--- src/rtl/irq_nest_ctrl.sv ---
module irq_nest_ctrl #(
  parameter int          NUM_IRQ     = 32,
  parameter int          PRIO_W      = 2,
  parameter int          STACK_WORDS = 8,
  parameter int          VEC_OFS     = 16,
  parameter logic [31:0] VEC_BASE    = 32'h0
) (
  input  logic                                clk,
  input  logic                                rst_n,
  input  logic [NUM_IRQ-1:0]                  irq_i,
  input  logic                                cfg_we_i,
  input  logic [$clog2(NUM_IRQ)-1:0]          cfg_idx_i,
  input  logic [PRIO_W:0]                     cfg_data_i,
  output logic                                entry_req_o,
  input  logic                                entry_ack_i,
  input  logic                                exc_ret_i,
  output logic [2:0]                          phase_o,
  output logic [$clog2(VEC_OFS+NUM_IRQ)-1:0]  vec_num_o,
  output logic [31:0]                         vec_addr_o,
  output logic [$clog2((2**PRIO_W)+1)-1:0]    depth_o
);
  localparam int IDX_W = $clog2(NUM_IRQ);
  localparam int EP_W  = PRIO_W + 1;
  localparam int MAXD  = 2**PRIO_W;
  localparam int DEP_W = $clog2(MAXD + 1);
  localparam int CNT_W = $clog2(STACK_WORDS);
  localparam int VN_W  = $clog2(VEC_OFS + NUM_IRQ);
  localparam logic [EP_W-1:0]  THREAD = EP_W'(MAXD);
  localparam logic [CNT_W-1:0] LAST   = CNT_W'(STACK_WORDS - 1);

  typedef enum logic [2:0] {
    PH_IDLE    = 3'd0,
    PH_STACK   = 3'd1,
    PH_FETCH   = 3'd2,
    PH_HANDLER = 3'd3,
    PH_UNSTACK = 3'd4
  } phase_t;

  logic [PRIO_W-1:0] prio_q [NUM_IRQ];
  logic [NUM_IRQ-1:0] en_q, pend_q, act_q;
  logic [IDX_W-1:0]   nest_q [MAXD];
  logic [DEP_W-1:0]   depth_q;
  phase_t             ph_q;
  logic [CNT_W-1:0]   cnt_q;
  logic [IDX_W-1:0]   tgt_q;

  logic [NUM_IRQ-1:0] cand;
  logic               win_any;
  logic [IDX_W-1:0]   win_i;
  logic [EP_W-1:0]    win_p;
  logic [EP_W-1:0]    exec_p, exec_after;
  logic [PRIO_W-1:0]  top_slot;
  logic [IDX_W-1:0]   top_i;
  logic [EP_W-1:0]    tgt_p;
  logic               late_hit, pre_ok, chain_ok, acc, ret;
  logic [IDX_W-1:0]   cur_i;
  logic               show_tgt;

  assign cand     = pend_q & en_q & ~act_q;
  assign top_slot = PRIO_W'(depth_q - 1'b1);
  assign top_i    = (depth_q != '0) ? nest_q[top_slot] : '0;
  assign tgt_p    = {1'b0, prio_q[tgt_q]};

  always_comb begin
    win_any = 1'b0;
    win_i   = '0;
    win_p   = THREAD;
    for (int i = NUM_IRQ - 1; i >= 0; i--) begin
      if (cand[i] && ({1'b0, prio_q[i]} <= win_p)) begin
        win_any = 1'b1;
        win_i   = IDX_W'(i);
        win_p   = {1'b0, prio_q[i]};
      end
    end
  end

  always_comb begin
    exec_p     = THREAD;
    exec_after = THREAD;
    for (int i = 0; i < NUM_IRQ; i++) begin
      if (act_q[i] && ({1'b0, prio_q[i]} < exec_p))
        exec_p = {1'b0, prio_q[i]};
      if (act_q[i] && (IDX_W'(i) != top_i) && ({1'b0, prio_q[i]} < exec_after))
        exec_after = {1'b0, prio_q[i]};
    end
  end

  assign late_hit = win_any && (win_p < tgt_p);
  assign pre_ok   = win_any && (win_p < exec_p) && (depth_q != DEP_W'(MAXD));
  assign chain_ok = win_any && (win_p < exec_after);
  assign acc      = (ph_q == PH_FETCH) && !late_hit;
  assign ret      = (ph_q == PH_HANDLER) && exc_ret_i;

  assign entry_req_o = ((ph_q == PH_IDLE) || (ph_q == PH_HANDLER)) && pre_ok;

  always_ff @(posedge clk or negedge rst_n) begin
    if (!rst_n) begin
      for (int i = 0; i < NUM_IRQ; i++) prio_q[i] <= '0;
      en_q <= '0;
    end else if (cfg_we_i) begin
      prio_q[cfg_idx_i] <= cfg_data_i[PRIO_W-1:0];
      en_q[cfg_idx_i]   <= cfg_data_i[PRIO_W];
    end
  end

  always_ff @(posedge clk or negedge rst_n) begin
    if (!rst_n) begin
      pend_q <= '0;
    end else begin
      for (int i = 0; i < NUM_IRQ; i++) begin
        if (acc && (tgt_q == IDX_W'(i)))
          pend_q[i] <= 1'b0;
        else if (irq_i[i] && en_q[i])
          pend_q[i] <= 1'b1;
      end
    end
  end

  always_ff @(posedge clk or negedge rst_n) begin
    if (!rst_n) begin
      act_q   <= '0;
      depth_q <= '0;
      for (int d = 0; d < MAXD; d++) nest_q[d] <= '0;
    end else if (acc) begin
      act_q[tgt_q]                   <= 1'b1;
      nest_q[depth_q[PRIO_W-1:0]]    <= tgt_q;
      depth_q                        <= depth_q + 1'b1;
    end else if (ret) begin
      act_q[top_i] <= 1'b0;
      depth_q      <= depth_q - 1'b1;
    end
  end

  always_ff @(posedge clk or negedge rst_n) begin
    if (!rst_n) begin
      ph_q  <= PH_IDLE;
      cnt_q <= '0;
      tgt_q <= '0;
    end else begin
      unique case (ph_q)
        PH_IDLE, PH_HANDLER: begin
          if (ret) begin
            if (chain_ok) begin
              ph_q  <= PH_FETCH;
              tgt_q <= win_i;
            end else begin
              ph_q  <= PH_UNSTACK;
              cnt_q <= '0;
            end
          end else if (entry_req_o && entry_ack_i) begin
            ph_q  <= PH_STACK;
            cnt_q <= '0;
            tgt_q <= win_i;
          end
        end
        PH_STACK: begin
          if (late_hit) tgt_q <= win_i;
          if (cnt_q == LAST) ph_q <= PH_FETCH;
          else cnt_q <= cnt_q + 1'b1;
        end
        PH_FETCH: begin
          if (late_hit) tgt_q <= win_i;
          else ph_q <= PH_HANDLER;
        end
        PH_UNSTACK: begin
          if (cnt_q == LAST) ph_q <= (depth_q == '0) ? PH_IDLE : PH_HANDLER;
          else cnt_q <= cnt_q + 1'b1;
        end
        default: ph_q <= PH_IDLE;
      endcase
    end
  end

  assign show_tgt   = (ph_q == PH_STACK) || (ph_q == PH_FETCH);
  assign cur_i      = show_tgt ? tgt_q : top_i;
  assign phase_o    = ph_q;
  assign depth_o    = depth_q;
  assign vec_num_o  = ((ph_q == PH_IDLE) || (ph_q == PH_UNSTACK)) ? '0
                      : VN_W'(VEC_OFS) + VN_W'(cur_i);
  assign vec_addr_o = show_tgt ? VEC_BASE + (32'(vec_num_o) << 2) : 32'h0;

  p_stack_after_ack_r5: assert property (@(posedge clk) disable iff (!rst_n)
    (ph_q == PH_STACK && $past(ph_q) != PH_STACK) |-> $past(entry_req_o && entry_ack_i));

  p_handler_push_r5: assert property (@(posedge clk) disable iff (!rst_n)
    (ph_q == PH_HANDLER && $past(ph_q) == PH_FETCH) |-> depth_q == DEP_W'($past(depth_q) + 1'b1));

  p_count_runs_r6: assert property (@(posedge clk) disable iff (!rst_n)
    (ph_q == PH_STACK && $past(ph_q) == PH_STACK) |-> cnt_q == CNT_W'($past(cnt_q) + 1'b1));

  p_unstack_full_r7: assert property (@(posedge clk) disable iff (!rst_n)
    (ph_q != PH_UNSTACK && $past(ph_q) == PH_UNSTACK) |-> $past(cnt_q) == LAST);

  p_return_path_r8: assert property (@(posedge clk) disable iff (!rst_n)
    ($past(ph_q) == PH_HANDLER && $past(exc_ret_i)) |-> (ph_q == PH_FETCH || ph_q == PH_UNSTACK));

  p_depth_bound_r9: assert property (@(posedge clk) disable iff (!rst_n)
    depth_q <= DEP_W'(MAXD));

  p_active_matches_depth_r9: assert property (@(posedge clk) disable iff (!rst_n)
    $countones(act_q) == int'(depth_q));

  p_ret_ignored_r10: assert property (@(posedge clk) disable iff (!rst_n)
    ($past(ph_q) == PH_STACK && $past(exc_ret_i)) |-> depth_q == $past(depth_q));
endmodule

--- config.mk ---
export PLATFORM = sky130hd
export DESIGN_NAME = irq_nest_ctrl
export DESIGN_NICKNAME = d
export VERILOG_FILES = /design/src/rtl/irq_nest_ctrl.sv
export SDC_FILE = /design/constraint.sdc
export NUM_CORES = 1
export LEC_CHECK = 0
export ABC_AREA = 1
export BUFFER_PORTS_ARGS = -buffer_cell sky130_fd_sc_hd__buf_2
export CELL_PAD_IN_SITES_DETAIL_PLACEMENT = 1
export CELL_PAD_IN_SITES_GLOBAL_PLACEMENT = 1
export CORE_MARGIN = 3
export CORE_UTILIZATION = 45
export CTS_BUF_LIST = sky130_fd_sc_hd__clkbuf_8
export CTS_CLUSTER_DIAMETER = 120
export DETAILED_ROUTE_END_ITERATION = 8
export MAX_ROUTING_LAYER = met4
export PLACE_DENSITY = 0.86
export SLEW_MARGIN = 10
export SYNTH_ARGS = -nofsm -noshare
export SYNTH_HDL_FRONTEND = slang
export SYNTH_SLANG_ARGS = --single-unit
--- constraint.sdc ---
create_clock -name clk -period 59.7 [get_ports clk]
set_input_delay 8.955 -clock clk [delete_from_list [all_inputs] [get_ports clk]]
set_output_delay 8.955 -clock clk [all_outputs]
set_load 0.02 [all_outputs]
# [Yosys cells after proc, flatten, opt, wreduce, memory -nomap -nowiden]
# Index checks and enable logic that the tools add are counted.
[classes] n_eq_ne=76 addsub=4 bitwise=10 n_lt_le_gt_ge=109 muxes=269 reduce_logical=253
[ops] cell="3-bit 2-to-1 mux" count=108
[ops] cell="5-bit 2-to-1 mux" count=41
[ops] cell="1-bit logical AND" count=203
[ops] cell="2-bit by 3-bit < comparator with 1-bit output" count=62
[ops] cell="1-bit 2-to-1 mux" count=99
[ops] cell="32-bit bitwise AND" count=3
[ops] cell="2-bit by 3-bit <= comparator with 1-bit output" count=31
[ops] cell="5-bit == test (second input constant)" count=16
[ops] cell="5-bit != test (first input constant)" count=16
[ops] cell="2-bit nonzero test" count=35
[ops] cell="64-bit bitwise mux" count=1
[ops] cell="32-bit 2-to-1 mux" count=2
[ops] cell="32-bit NOT" count=2
[ops] cell="5-bit by 4-bit == test with 1-bit output (second input constant)" count=8
[ops] cell="4-bit by 5-bit != test with 1-bit output (first input constant)" count=8
[ops] cell="32-bit bitwise mux" count=1
[ops] cell="32-bit OR" count=1
[ops] cell="20-bit bitwise mux" count=1
[ops] cell="5-bit by 3-bit == test with 1-bit output (second input constant)" count=4
[ops] cell="3-bit by 5-bit != test with 1-bit output (first input constant)" count=4
[ops] cell="5-bit by 6-bit < comparator with 1-bit output (second input constant)" count=3
[ops] cell="1-bit demux with 5-bit select" count=3
[ops] cell="5-bit by 1-bit >= comparator with 1-bit output (second input constant)" count=3
[ops] cell="6-bit >= comparator (second input constant)" count=2
[ops] cell="39 further kinds" count=64
[totals] out_inout_bits=45 register_bits=194 inputBits=45 word_cells=795

# [Logic depth before layout (Yosys ltp)]
[logic_depth] depth_word=107 depth_mapped=261

# [Least setup slack after synthesis]
# Ideal clock, no wire load.
[synth_path] path_kind="flip-flop to output port" start="register act_q[31]" end="output port entry_req_o" slack_ns=21.874 t_arrival_ns=28.871 required_ns=50.745 path_stages_with_launch=238 path_cell_list="dfrtp_1 > nor2_2 > inv_1 > nor2_1 > ha_1 > a21oi_2 > o21ai_2 > nand2_2 > nand2_1 > o21ai_0 > ha_1 > nor3_1 > o211ai_2 > nand2_4 > nand2_1 > o21ai_0 > ha_1 > nor3_1 > (+202 left out) > a21oi_1 > nor2_1 > nand2_2 > nand2_2 > nand2_1 > o21ai_0 > ha_1 > a21oi_1 > a21oi_1 > nand2_1 > nand4_1 > inv_1 > nor2_1 > ha_1 > a2111o_1 > inv_1 > nand2_1 > nor2_1"
[synth_between] elab_chain_cells=101
[synth_rtl] item="from (decl)" line_no="40" source="logic [NUM_IRQ-1:0] en_q, pend_q, act_q;"
[synth_rtl] item="from (signal assigned)" line_no="121" source="act_q <= '0;"
[synth_rtl] item="from (signal, indexed assignment)" line_no="125" source="act_q[tgt_q] <= 1'b1;"
[synth_rtl] item="from (signal, indexed assignment)" line_no="129" source="act_q[top_i] <= 1'b0;"
[synth_rtl] item="32-bit NOT" line_no="59" source="assign cand = pend_q & en_q & ~act_q;"
[synth_rtl] item="32-bit bitwise AND" line_no="59"
[synth_rtl] item="1-bit logical AND" line_no="69" source="if (cand[i] && ({1'b0, prio_q[i]} <= win_p)) begin"
[synth_rtl] item="3-bit 2-to-1 mux" line_no="69"
[synth_rtl] item="2-bit by 3-bit <= comparator with 1-bit output" line_no="69"
[synth_rtl] item="1-bit logical AND" line_no="69"
[synth_rtl] item="3-bit 2-to-1 mux" line_no="69"
[synth_rtl] item="2-bit by 3-bit <= comparator with 1-bit output" line_no="69"
[synth_rtl] item="(+84 left out)"
[synth_rtl] item="1-bit logical AND" line_no="69"
[synth_rtl] item="3-bit 2-to-1 mux" line_no="69"
[synth_rtl] item="2-bit by 3-bit <= comparator with 1-bit output" line_no="69"
[synth_rtl] item="1-bit logical AND" line_no="69"
[synth_rtl] item="3-bit 2-to-1 mux" line_no="69"
[synth_rtl] item="3-bit < comparator" line_no="89" source="assign pre_ok = win_any && (win_p < exec_p) && (depth_q != DEP_W'(MAXD));"
[synth_rtl] item="1-bit logical AND (*) (2 in a row)" line_no="89"
[synth_rtl] item="1-bit logical AND (*)" line_no="94" source="assign entry_req_o = ((ph_q == PH_IDLE) || (ph_q == PH_HANDLER)) && pre_ok;"
[synth_rtl] item="to (decl)" line_no="14" source="output logic entry_req_o,"
# Mark *: on every way between the ends. The rest lies on a longest branch, timed or not.

# [Worst setup path after layout]
# Same ends and word-level chain as after synthesis.

==> run summary <==
status: completed
worst hold-check path type: reg2reg
Die Ht: 202.0 um
Mapped Avg Cell Area: 6.634 sq um
Tmin final: 43.58 ns
WL/cell: 19.31 um
critical path's largest stage delay: 0.43 ns
CP max FO: 7
largest net degree at the start of global routing: 77
Rel. slew slack: 16.11%
final hold violation count: 0
Critical-path top delay cell: dfrtp_1
gr ovfl total: 0
Worst Tran Pin Value: 1.249 ns
top post-synthesis cells by count: nand2_1 (689), inv_1 (368), nor2_1 (243), o21ai_0 (225), dfrtp_1 (194)
Clock Tree Root: clkbuf_8
DRC: 0
setup TNS: 0 ns
post-CTS setup buffers: 0
Clock Skews: 0.02764 ns
Cell Area, Synth: 17300 sq um
Clock Latency Late Sink: 0.54 ns
die width: 202.0 um
max-cap viol count: 0
nets: 2831
I/O Pins: 90
Filler cells: 5099
TritonCTS buffer count: 17
Critical Path RT: 50.75 ns
hold_ws: 0.4879 ns
leading area contributor after synthesis: dfrtp_1
first-pass GRT wire length: 98.72 mm
ANT nets after route: 0
fin. max-slew vios: 0
Vias/cell: 5.663
critical path arrival: 34.63 ns
Startpoint Class: flip-flop
initial core utilization: 45.81%
Clk pin slew, worst setup/hold paths: 0.11 ns
DRT iter0 DRCs: 1123
synth warn: 0
FFs w/ async S/R, synth: 100.0%
RSZ-0062 raised after global routing: false
number of global-route vias before repair: 19210
CTS tree: yes
post-synthesis register bit count: 194
initial antenna violation count: 4
GPL Wtd Cong: 0.9151
core region area: 37760 sq um
Post-CTS Resized: 0
Hold Buf Count CTS: 0
CP endpoint kind: primary output
CP Class: reg2out
top-count cell post-synth: nand2_1
period utilisation layout: 73.00%
Layout Utilization: 48.85%
fmax: 0.02295 GHz
FP Rows: 71
number of synthesized flops with an enable pin: 0
TritonRoute pass-1 iters: 6
Port Buffers: 63
critical path's most frequent cell: nand2_2
top post-synthesis cells by area: dfrtp_1 (28%), nand2_1 (15%), inv_1 (8.0%), ha_1 (7.8%), o21ai_0 (6.5%)
post-synth top area share: 28.07%
Post-DP HPWL: 47.45 mm
Area growth, synth to finish: 6.641%
Final setup viols: 0
gr usage total: 30.85%
clk sink count: 194
Post-Route WL: 61.90 mm
Via Count: 18160
clk buf depth: 2
Post-Syn Instances: 2607
H-tree level count: 4
Seq/Total Area, Yosys: 28.07%
Yosys cell types: 55
DIE AREA: 40820 sq um
fin area: 18440 sq um
DP Area: 18070 sq um
layout cells sized above 1: 14.23%
Synth Flop Type: dfrtp_1
-- cell type report --
cell class                      count  area, sq um  area share [%]
Inverter                          378         1443           7.822
Sequential cell                   194         4855           26.32
Antenna cell                        4        10.01         0.05427
Tap cell                          511        639.4           3.467
Multi-Input combinational cell   2012        10720           58.11
Clock buffer                       18        247.7           1.343
Clock inverter                     14        117.6          0.6377
Timing Repair Buffer               75        414.1           2.245
-- per-layer routing --
| metal | track usage (%) | part of all wire [%] | vias up |
|---|---|---|---|
| met1 | 35.89 | 41 | 8922 |
| met3 | 4.944 | 5.1 | 136 |
| met2 | 53.34 | 50 | 498 |
| li1 | - | - | 8600 |
| met4 | 12.41 | 3.8 | 0 |
| met5 | - | 0 | - |
-- cells in the final DEF (no fill, tap or decap), types with 7 or more instances in the layout --
| cell type | instances |
|---|---|
| inv_1 | 369 |
| o22ai_1 | 23 |
| nand3_2 | 67 |
| buf_4 | 12 |
| or2_2 | 8 |
| conb_1 | 26 |
| nand3_1 | 160 |
| nand2_4 | 19 |
| nor3_1 | 26 |
| nand4_1 | 63 |
| clkbuf_8 | 19 |
| o21ai_1 | 60 |
| nand2_1 | 689 |
| a21oi_2 | 8 |
| ha_1 | 108 |
| buf_2 | 62 |
| nor2_1 | 243 |
| a21oi_1 | 83 |
| nor4_1 | 7 |
| o21ai_0 | 225 |
| nand2_2 | 140 |
| dfrtp_1 | 194 |
-- sequential cells by signal, summed over array words and instances (netlist names) --
signal / cells
depth_o: 3
prio_q: 64
cnt_q: 3
nest_q: 20
en_q: 32
tgt_q: 5
phase_o: 3
act_q: 32
pend_q: 32
-- stage by stage --
stage	setup slack [ns]	cells
2_1_floorplan	21.87	2632
3_3_place_gp	20.03	3170
3_5_place_dp	17.35	3170
4_1_cts	16.30	3202
5_1_grt	13.02	3206
6_report	16.12	3206
-- critical path, delay by kind of cell, from the launching register on --
family / cells / cell delay, ns
buf+inv: 11 / 1.08
flops: 1 / 0.43
simple gates: 139 / 13.67
compound gates: 57 / 9.23
fa+ha+maj: 32 / 9.65
-- logic make-up (layout without fill, tap and decap cells) --
kind of cell               after synthesis  count (layout)  synth area share [%]
xor gates and xnor gates                 2               2                0.1013
DFF                                    194             194                 28.07
adders and majority gates              108             108                 7.813
and+or+nand+nor                       1440            1440                 39.64
other                                    1              30               0.02168
AOI/OAI and AO/OA                      436             436                 13.85
buffers and inverters                  426             485                 10.50
-- path summary, 6_finish.rpt --
path / cells after the start / slack [ns] / end / from
max reg2reg: 241 / 24.49 / pend_q[29] / act_q[31]
max: 239 / 16.12 / entry_req_o / act_q[31]
min in group asynchronous: 1 / 8.42 / prio_q[1] / rst_n
min: 2 / 0.49 / pend_q[30] / pend_q[30]
min reg2reg: 2 / 0.49 / pend_q[30] / pend_q[30]
max in group asynchronous: 2 / 49.84 / depth_o[1] / rst_n
Power is left out: the tool's default activity adds up to more than one toggle a clock period on the data nets, which glitch-free logic cannot reach.
